File: config.mk
export PLATFORM = sky130hd
export DESIGN_NAME = blk_mode_ctrl
export DESIGN_NICKNAME = d
export VERILOG_FILES = /design/src/rtl/blk_mode_pkg.sv /design/src/rtl/blk_mode_core.sv /design/src/rtl/blk_mode_mix.sv /design/src/rtl/blk_mode_ctrl.sv
export SDC_FILE = /design/constraint.sdc
export NUM_CORES = 2
export LEC_CHECK = 0
export BUFFER_PORTS_ARGS = -buffer_cell sky130_fd_sc_hd__buf_4
export CAP_MARGIN = 40
export CORE_AREA = 4 4 251 253
export DETAILED_ROUTE_END_ITERATION = 8
export DIE_AREA = 0 0 255 257
export MAX_ROUTING_LAYER = met4
export PLACE_DENSITY = 0.79
export SKIP_CTS_REPAIR_TIMING = 1
export SLEW_MARGIN = 20
export SYNTH_ARGS = -nofsm -noshare
export SYNTH_HDL_FRONTEND = slang
export SYNTH_SLANG_ARGS = --single-unit
File: constraint.sdc
create_clock -name clk_i -period 7.16 [get_ports clk_i]
set_input_delay 0.358 -clock clk_i [delete_from_list [all_inputs] [get_ports clk_i]]
set_output_delay 0.358 -clock clk_i [all_outputs]
set_load 0.01 [all_outputs]
File: src/rtl/blk_mode_pkg.sv
package blk_mode_pkg;
  localparam int unsigned BLK_W = 64;

  typedef enum logic [1:0] {
    MODE_ECB = 2'd0,
    MODE_CBC = 2'd1,
    MODE_OFB = 2'd2,
    MODE_CTR = 2'd3
  } chain_mode_e;

  function automatic logic [BLK_W-1:0] rotl64(logic [BLK_W-1:0] x, logic [5:0] s);
    logic [6:0] rs;
    rs = 7'd64 - {1'b0, s};
    return (s == 6'd0) ? x : ((x << s) | (x >> rs));
  endfunction
endpackage

File: src/rtl/blk_mode_core.sv
module blk_mode_core
  import blk_mode_pkg::*;
#(
  parameter int unsigned ROUNDS = 8
) (
  input  logic             clk_i,
  input  logic             rst_ni,
  input  logic [BLK_W-1:0] key_i,
  input  logic             key_load_i,
  input  logic             start_i,
  input  logic             decrypt_i,
  input  logic [BLK_W-1:0] data_i,
  output logic             busy_o,
  output logic             done_o,
  output logic [BLK_W-1:0] data_o
);
  localparam int unsigned CNT_W = (ROUNDS > 1) ? $clog2(ROUNDS) : 1;
  localparam logic [CNT_W-1:0] LAST = CNT_W'(ROUNDS - 1);
  localparam logic [5:0] ROT_F = 6'd7;
  localparam logic [5:0] ROT_B = 6'd57;

  logic [BLK_W-1:0] key_q, st_q, st_next, rkey;
  logic [CNT_W-1:0] cnt_q, rnd_idx;
  logic             dir_q, busy_q, done_q;
  logic [5:0]       rk_rot;

  assign rnd_idx = dir_q ? (LAST - cnt_q) : cnt_q;
  assign rk_rot  = 6'(rnd_idx) * 6'd5;
  assign rkey    = rotl64(key_q, rk_rot) ^ BLK_W'(rnd_idx);
  assign st_next = dir_q ? (rotl64(st_q, ROT_B) - rkey) : rotl64(st_q + rkey, ROT_F);

  always_ff @(posedge clk_i or negedge rst_ni) begin
    if (!rst_ni) begin
      key_q  <= '0;
      st_q   <= '0;
      cnt_q  <= '0;
      dir_q  <= 1'b0;
      busy_q <= 1'b0;
      done_q <= 1'b0;
    end else begin
      done_q <= 1'b0;
      if (key_load_i && !busy_q) key_q <= key_i;
      if (start_i && !busy_q) begin
        st_q   <= data_i;
        cnt_q  <= '0;
        dir_q  <= decrypt_i;
        busy_q <= 1'b1;
      end else if (busy_q) begin
        st_q  <= st_next;
        cnt_q <= cnt_q + 1'b1;
        if (cnt_q == LAST) begin
          busy_q <= 1'b0;
          done_q <= 1'b1;
        end
      end
    end
  end

  assign busy_o = busy_q;
  assign done_o = done_q;
  assign data_o = st_q;

  // stored key cannot move while rounds run
  a_r10_key_hold: assert property (@(posedge clk_i) disable iff (!rst_ni)
    busy_q |=> $stable(key_q));
  // completion only ends a busy phase
  a_r2_done_after_busy: assert property (@(posedge clk_i) disable iff (!rst_ni)
    $rose(done_q) |-> $past(busy_q));
  a_r2_done_pulse: assert property (@(posedge clk_i) disable iff (!rst_ni)
    done_q |=> !done_q);
endmodule

File: src/rtl/blk_mode_mix.sv
module blk_mode_mix
  import blk_mode_pkg::*;
(
  input  chain_mode_e      pre_mode_i,
  input  logic             pre_dec_i,
  input  logic [BLK_W-1:0] pre_data_i,
  input  chain_mode_e      post_mode_i,
  input  logic             post_dec_i,
  input  logic [BLK_W-1:0] post_data_i,
  input  logic [BLK_W-1:0] chain_i,
  input  logic [BLK_W-1:0] core_out_i,
  output logic [BLK_W-1:0] core_in_o,
  output logic             core_dec_o,
  output logic [BLK_W-1:0] result_o,
  output logic [BLK_W-1:0] chain_next_o
);
  always_comb begin
    unique case (pre_mode_i)
      MODE_ECB: begin core_in_o = pre_data_i; core_dec_o = pre_dec_i; end
      MODE_CBC: begin
        core_in_o  = pre_dec_i ? pre_data_i : (pre_data_i ^ chain_i);
        core_dec_o = pre_dec_i;
      end
      default:  begin core_in_o = chain_i; core_dec_o = 1'b0; end
    endcase
  end

  always_comb begin
    unique case (post_mode_i)
      MODE_ECB: begin result_o = core_out_i; chain_next_o = chain_i; end
      MODE_CBC: begin
        if (post_dec_i) begin
          result_o     = core_out_i ^ chain_i;
          chain_next_o = post_data_i;
        end else begin
          result_o     = core_out_i;
          chain_next_o = core_out_i;
        end
      end
      MODE_OFB: begin result_o = core_out_i ^ post_data_i; chain_next_o = core_out_i; end
      default:  begin result_o = core_out_i ^ post_data_i; chain_next_o = chain_i + 1'b1; end
    endcase
  end
endmodule

File: src/rtl/blk_mode_ctrl.sv
module blk_mode_ctrl
  import blk_mode_pkg::*;
#(
  parameter int unsigned ROUNDS = 8
) (
  input  logic        clk_i,
  input  logic        rst_ni,
  input  logic [1:0]  mode_i,
  input  logic        decrypt_i,
  input  logic [63:0] key_i,
  input  logic        key_load_i,
  input  logic [63:0] iv_i,
  input  logic        iv_load_i,
  input  logic        in_valid_i,
  output logic        in_ready_o,
  input  logic [63:0] in_data_i,
  output logic        out_valid_o,
  output logic [63:0] out_data_o
);
  chain_mode_e      ctx_mode_q;
  logic             ctx_dec_q, out_valid_q;
  logic [BLK_W-1:0] ctx_data_q, chain_q, out_data_q;
  logic [BLK_W-1:0] core_in, core_out, result, chain_next;
  logic             core_dec, core_busy, core_done, accept, iv_ok;

  assign in_ready_o = !core_busy && !core_done && !out_valid_q && !iv_load_i;
  assign accept     = in_valid_i && in_ready_o;
  assign iv_ok      = iv_load_i && !core_busy && !core_done;

  blk_mode_mix i_mix (
    .pre_mode_i   (chain_mode_e'(mode_i)),
    .pre_dec_i    (decrypt_i),
    .pre_data_i   (in_data_i),
    .post_mode_i  (ctx_mode_q),
    .post_dec_i   (ctx_dec_q),
    .post_data_i  (ctx_data_q),
    .chain_i      (chain_q),
    .core_out_i   (core_out),
    .core_in_o    (core_in),
    .core_dec_o   (core_dec),
    .result_o     (result),
    .chain_next_o (chain_next)
  );

  blk_mode_core #(.ROUNDS(ROUNDS)) i_core (
    .clk_i      (clk_i),
    .rst_ni     (rst_ni),
    .key_i      (key_i),
    .key_load_i (key_load_i),
    .start_i    (accept),
    .decrypt_i  (core_dec),
    .data_i     (core_in),
    .busy_o     (core_busy),
    .done_o     (core_done),
    .data_o     (core_out)
  );

  always_ff @(posedge clk_i or negedge rst_ni) begin
    if (!rst_ni) begin
      ctx_mode_q  <= MODE_ECB;
      ctx_dec_q   <= 1'b0;
      ctx_data_q  <= '0;
      chain_q     <= '0;
      out_valid_q <= 1'b0;
      out_data_q  <= '0;
    end else begin
      out_valid_q <= core_done;
      if (accept) begin
        ctx_mode_q <= chain_mode_e'(mode_i);
        ctx_dec_q  <= decrypt_i;
        ctx_data_q <= in_data_i;
      end
      if (core_done) begin
        out_data_q <= result;
        chain_q    <= chain_next;
      end else if (iv_ok) begin
        chain_q <= iv_i;
      end
    end
  end

  assign out_valid_o = out_valid_q;
  assign out_data_o  = out_data_q;

  a_r2_out_pulse: assert property (@(posedge clk_i) disable iff (!rst_ni)
    out_valid_q |=> !out_valid_q);
  a_r2_no_ready_busy: assert property (@(posedge clk_i) disable iff (!rst_ni)
    core_busy |-> !in_ready_o);
  a_r2_out_after_done: assert property (@(posedge clk_i) disable iff (!rst_ni)
    $rose(out_valid_q) |-> $past(core_done));
  a_r8_ctr_step: assert property (@(posedge clk_i) disable iff (!rst_ni)
    (out_valid_q && ctx_mode_q == MODE_CTR) |-> (chain_q == $past(chain_q) + 64'd1));
  a_r9_chain_hold: assert property (@(posedge clk_i) disable iff (!rst_ni)
    core_busy |=> $stable(chain_q));
endmodule

==> results.toml <==
[critical_path]
reg2reg_to = "i_core.data_o[58]"
crit_type = "reg -> reg"
cp_max_fo = 52
r2r_slack_ns = 0.05
r2r_start = "i_core.cnt_q[0]"
worstPathRequired_ns = 7.66
worstSetupEndpointType = "flip-flop"
reg2reg_depth = 23
crit_path_start_kind = "flip-flop"
crit_arrival_ns = 7.62

[timing]
slew_viol_final = 0
setup_violations = 0
tightest_slew_ns = 0.9999
slew_headroom_pct = 33.34
fmax_ghz = 0.1406
skew_ns = 0.02864
hold_viol = 29
timing.setup.tns_ns = 0
hold_ws_ns = -0.03911
fin_crit_ns = 7.113
fin_crit_sh_pct = 99.35

[die]
start_util_pct = 59.25
die_y_microns = 257
die_area_sq_um = 65540
die_w_microns = 255
pin_count = 266
fp-row-count = 91
core_area_sq_um = 61030

[route]
drt_iter0_drc = 6232
drc_errors = 0
wirelength_microns = 158300
drt_first_pass_iters = 9
vias_per_cell = 7.011
ant_nets = 0
wl_per_cell_microns = 27.58
vias = 40240

[min_path]
min_delay_path_depth = 3
min_path_type = "in -> reg"
hold_end = "ctx_data_q[9]"
hold_path.startpoint = "in_data_i[9]"

[synth]
syn_area_sq_um = 36160
seq_area_frac_synth_pct = 22.84
avgSynthCellArea_sq_um = 7.702
synthXorXnorAreaFrac_pct = 7.519
synth_edf_count = 0
synth_ff_type = "dfrtp_1"
synth_mux_area_share_pct = 14.82
synth_seq_cells = 330
synth-compound-area-share_pct = 24.92
synth.distinct_cells = 91
yosys_warnings = 0
synth_top_family_by_area = "compound AO/OA/AOI/OAI gates"
synth-adder-area-share_pct = 4.813
async_flop_share_pct = 100.0
synth_nets = 5032
yosys.area_share.simple_pct = 19.32
netlist_instances = 4695

[global_route]
grt-ovfl-total = 0
grt_pass1_vias = 37120
antenna_found_initial = 5
grt_pass1_wl_microns = 230700
grt_use_total_pct = 47.16
grt_max_degree = 159

[place]
place_hpwl_microns = 115400
dp.cells = 5582
port_buffers = 265
gp_congestion = 1.119

[clock_tree]
clk_pin_slew_ns = 0.06
cts_tree = "yes"
numCtsBuffers = 40
cts_root_buffer = "clkbuf_16"
clkLatencyLatePin_ns = 0.62
cts.htree.levels = 2
cts_num_sinks = 330
clockBufferDepth = 3

[status]
status = "finished, violations left"
violations = "negative hold slack"

[final_layout]
nets = 5251
drive_gt1_share_pct = 15.49
post-route-util_pct = 68.57
syn_to_final_growth_pct = 15.73
layout.cells.non_filler = 5740

[job]
cap_violations = 0
-- worst max-delay path by stage --
| stage | startpoint | endpoint | slack, ns | cells past startpoint |
|---|---|---|---|---|
| 2_1_floorplan | i_core.dir_q | i_core.data_o[5] | 0.80 | 28 |
| 3_3_place_gp | i_core.cnt_q[0] | i_core.data_o[58] | 0.47 | 25 |
| 3_5_place_dp | i_core.cnt_q[0] | i_core.data_o[58] | 0.43 | 25 |
| 4_1_cts | i_core.cnt_q[0] | i_core.data_o[58] | 0.41 | 25 |
| 5_1_grt | i_core.cnt_q[0] | i_core.data_o[58] | -0.15 | 23 |
| 6_report | i_core.cnt_q[0] | i_core.data_o[58] | 0.05 | 23 |
-- through the flow --
step | setup WS [ns] | area [sq um]
2_1_floorplan | 0.8023 | 36160
3_3_place_gp | 0.4728 | 39440
3_5_place_dp | 0.4269 | 39570
4_1_cts | 0.4122 | 40990
5_1_grt | -0.1538 | 41850
6_report | 0.04678 | 41850
-- cell families after synthesis --
family / after synthesis
xor gates and xnor gates: 301
adders and majority gates: 138
AOI/OAI and AO/OA: 1376
DFF: 330
and+or+nand+nor: 1555
muxes: 479
buffers and inverters: 516
-- flip-flops by register name (all words and copies together) (netlist names) --
register       flops
i_core.busy_o      1
out_valid_o        1
ctx_data_q        64
i_core.dir_q       1
i_core.cnt_q       3
out_data_o        64
i_core.done_o      1
i_core.data_o     64
ctx_dec_q          1
ctx_mode_q         2
chain_q           64
i_core.key_q      64
-- cell usage after synthesis (39+ instances only) --
library cell | instances | area [sq um]
or3_1 | 39 | 244.0
ha_1 | 135 | 1689
nand2b_1 | 51 | 319.1
dfrtp_1 | 330 | 8258
o211ai_1 | 54 | 405.4
a21o_1 | 84 | 630.6
inv_1 | 126 | 473.0
clkbuf_1 | 297 | 1115
nand4_1 | 41 | 256.5
o21a_1 | 43 | 322.8
a221oi_1 | 133 | 1165
nor2_1 | 492 | 1847
mux2_2 | 113 | 1272
nand3_1 | 83 | 415.4
o21ai_0 | 295 | 1476
a211oi_1 | 68 | 510.5
a21oi_1 | 406 | 2032
xnor2_1 | 222 | 1944
nor3_1 | 112 | 560.5
mux2i_1 | 332 | 3323
xor2_1 | 71 | 621.9
nand2_1 | 542 | 2034
nor2b_1 | 53 | 331.6
-- cell type report --
cell class | count | area [sq um]
multi-input cells | 3849 | 25990
clock inverters | 19 | 327.8
repair buffers | 565 | 4676
fillers | 4980 | 19180
flip-flops and latches | 330 | 8268
well taps | 790 | 988.4
inverters | 128 | 480.5
clock buffers | 53 | 1100
diodes | 6 | 15.01
-- worst max-delay path: stages (launching register included) --
cell and delay [ns]:
dfrtp_1 0.78, xor2_4 0.31, buf_12 0.36, mux4_1 0.70
nor2_1 0.13, nor2_1 0.08, nor2_1 0.11, a31oi_1 0.10
mux2i_1 0.65, nor2_1 0.08, or4_1 0.59, o21ai_0 0.19
ha_1 0.31, nand2_1 0.12, or3_1 0.38, or4_1 0.47
o221ai_1 0.29, and3_1 0.26, a311oi_1 0.11, buf_4 0.18
nor4_1 0.24, o21ai_1 0.13, mux2i_1 0.13, a211o_1 0.22
-- cells in the final DEF (no fill, tap or decap), types with 17 or more instances in the layout --
master,instances
a21o_1,82
inv_1,125
a21oi_1,406
nor3b_1,22
a22oi_1,21
o211ai_1,54
nand4_1,41
nand2_1,541
xor2_1,71
nor3_1,112
dfrtp_1,326
mux2i_1,331
nand2b_1,51
or3_1,39
and3_1,35
o21ai_0,295
ha_1,130
nor2b_1,51
nand3_1,82
o21a_1,43
nor2_1,490
a221oi_1,133
mux4_2,28
o221ai_1,34
a211oi_1,68
a31oi_1,33
o31ai_1,17
a221o_1,32
mux2_2,113
or2_2,19
o21bai_1,28
clkbuf_16,40
xnor2_1,217
and2_1,24
buf_4,470
dlygate4sd3_1,75
-- metal layers --
metal	GRT usage, %	vias to the layer above	wire, microns
met3	12.15	690	19490
li1	-	17530	-
met4	23.14	0	10540
met2	69.97	3071	69200
met5	-	-	0
met1	59.92	18950	59070
Power is not shown: default switching activity piles up to over one toggle a cycle in this logic, so the estimate is an artifact.
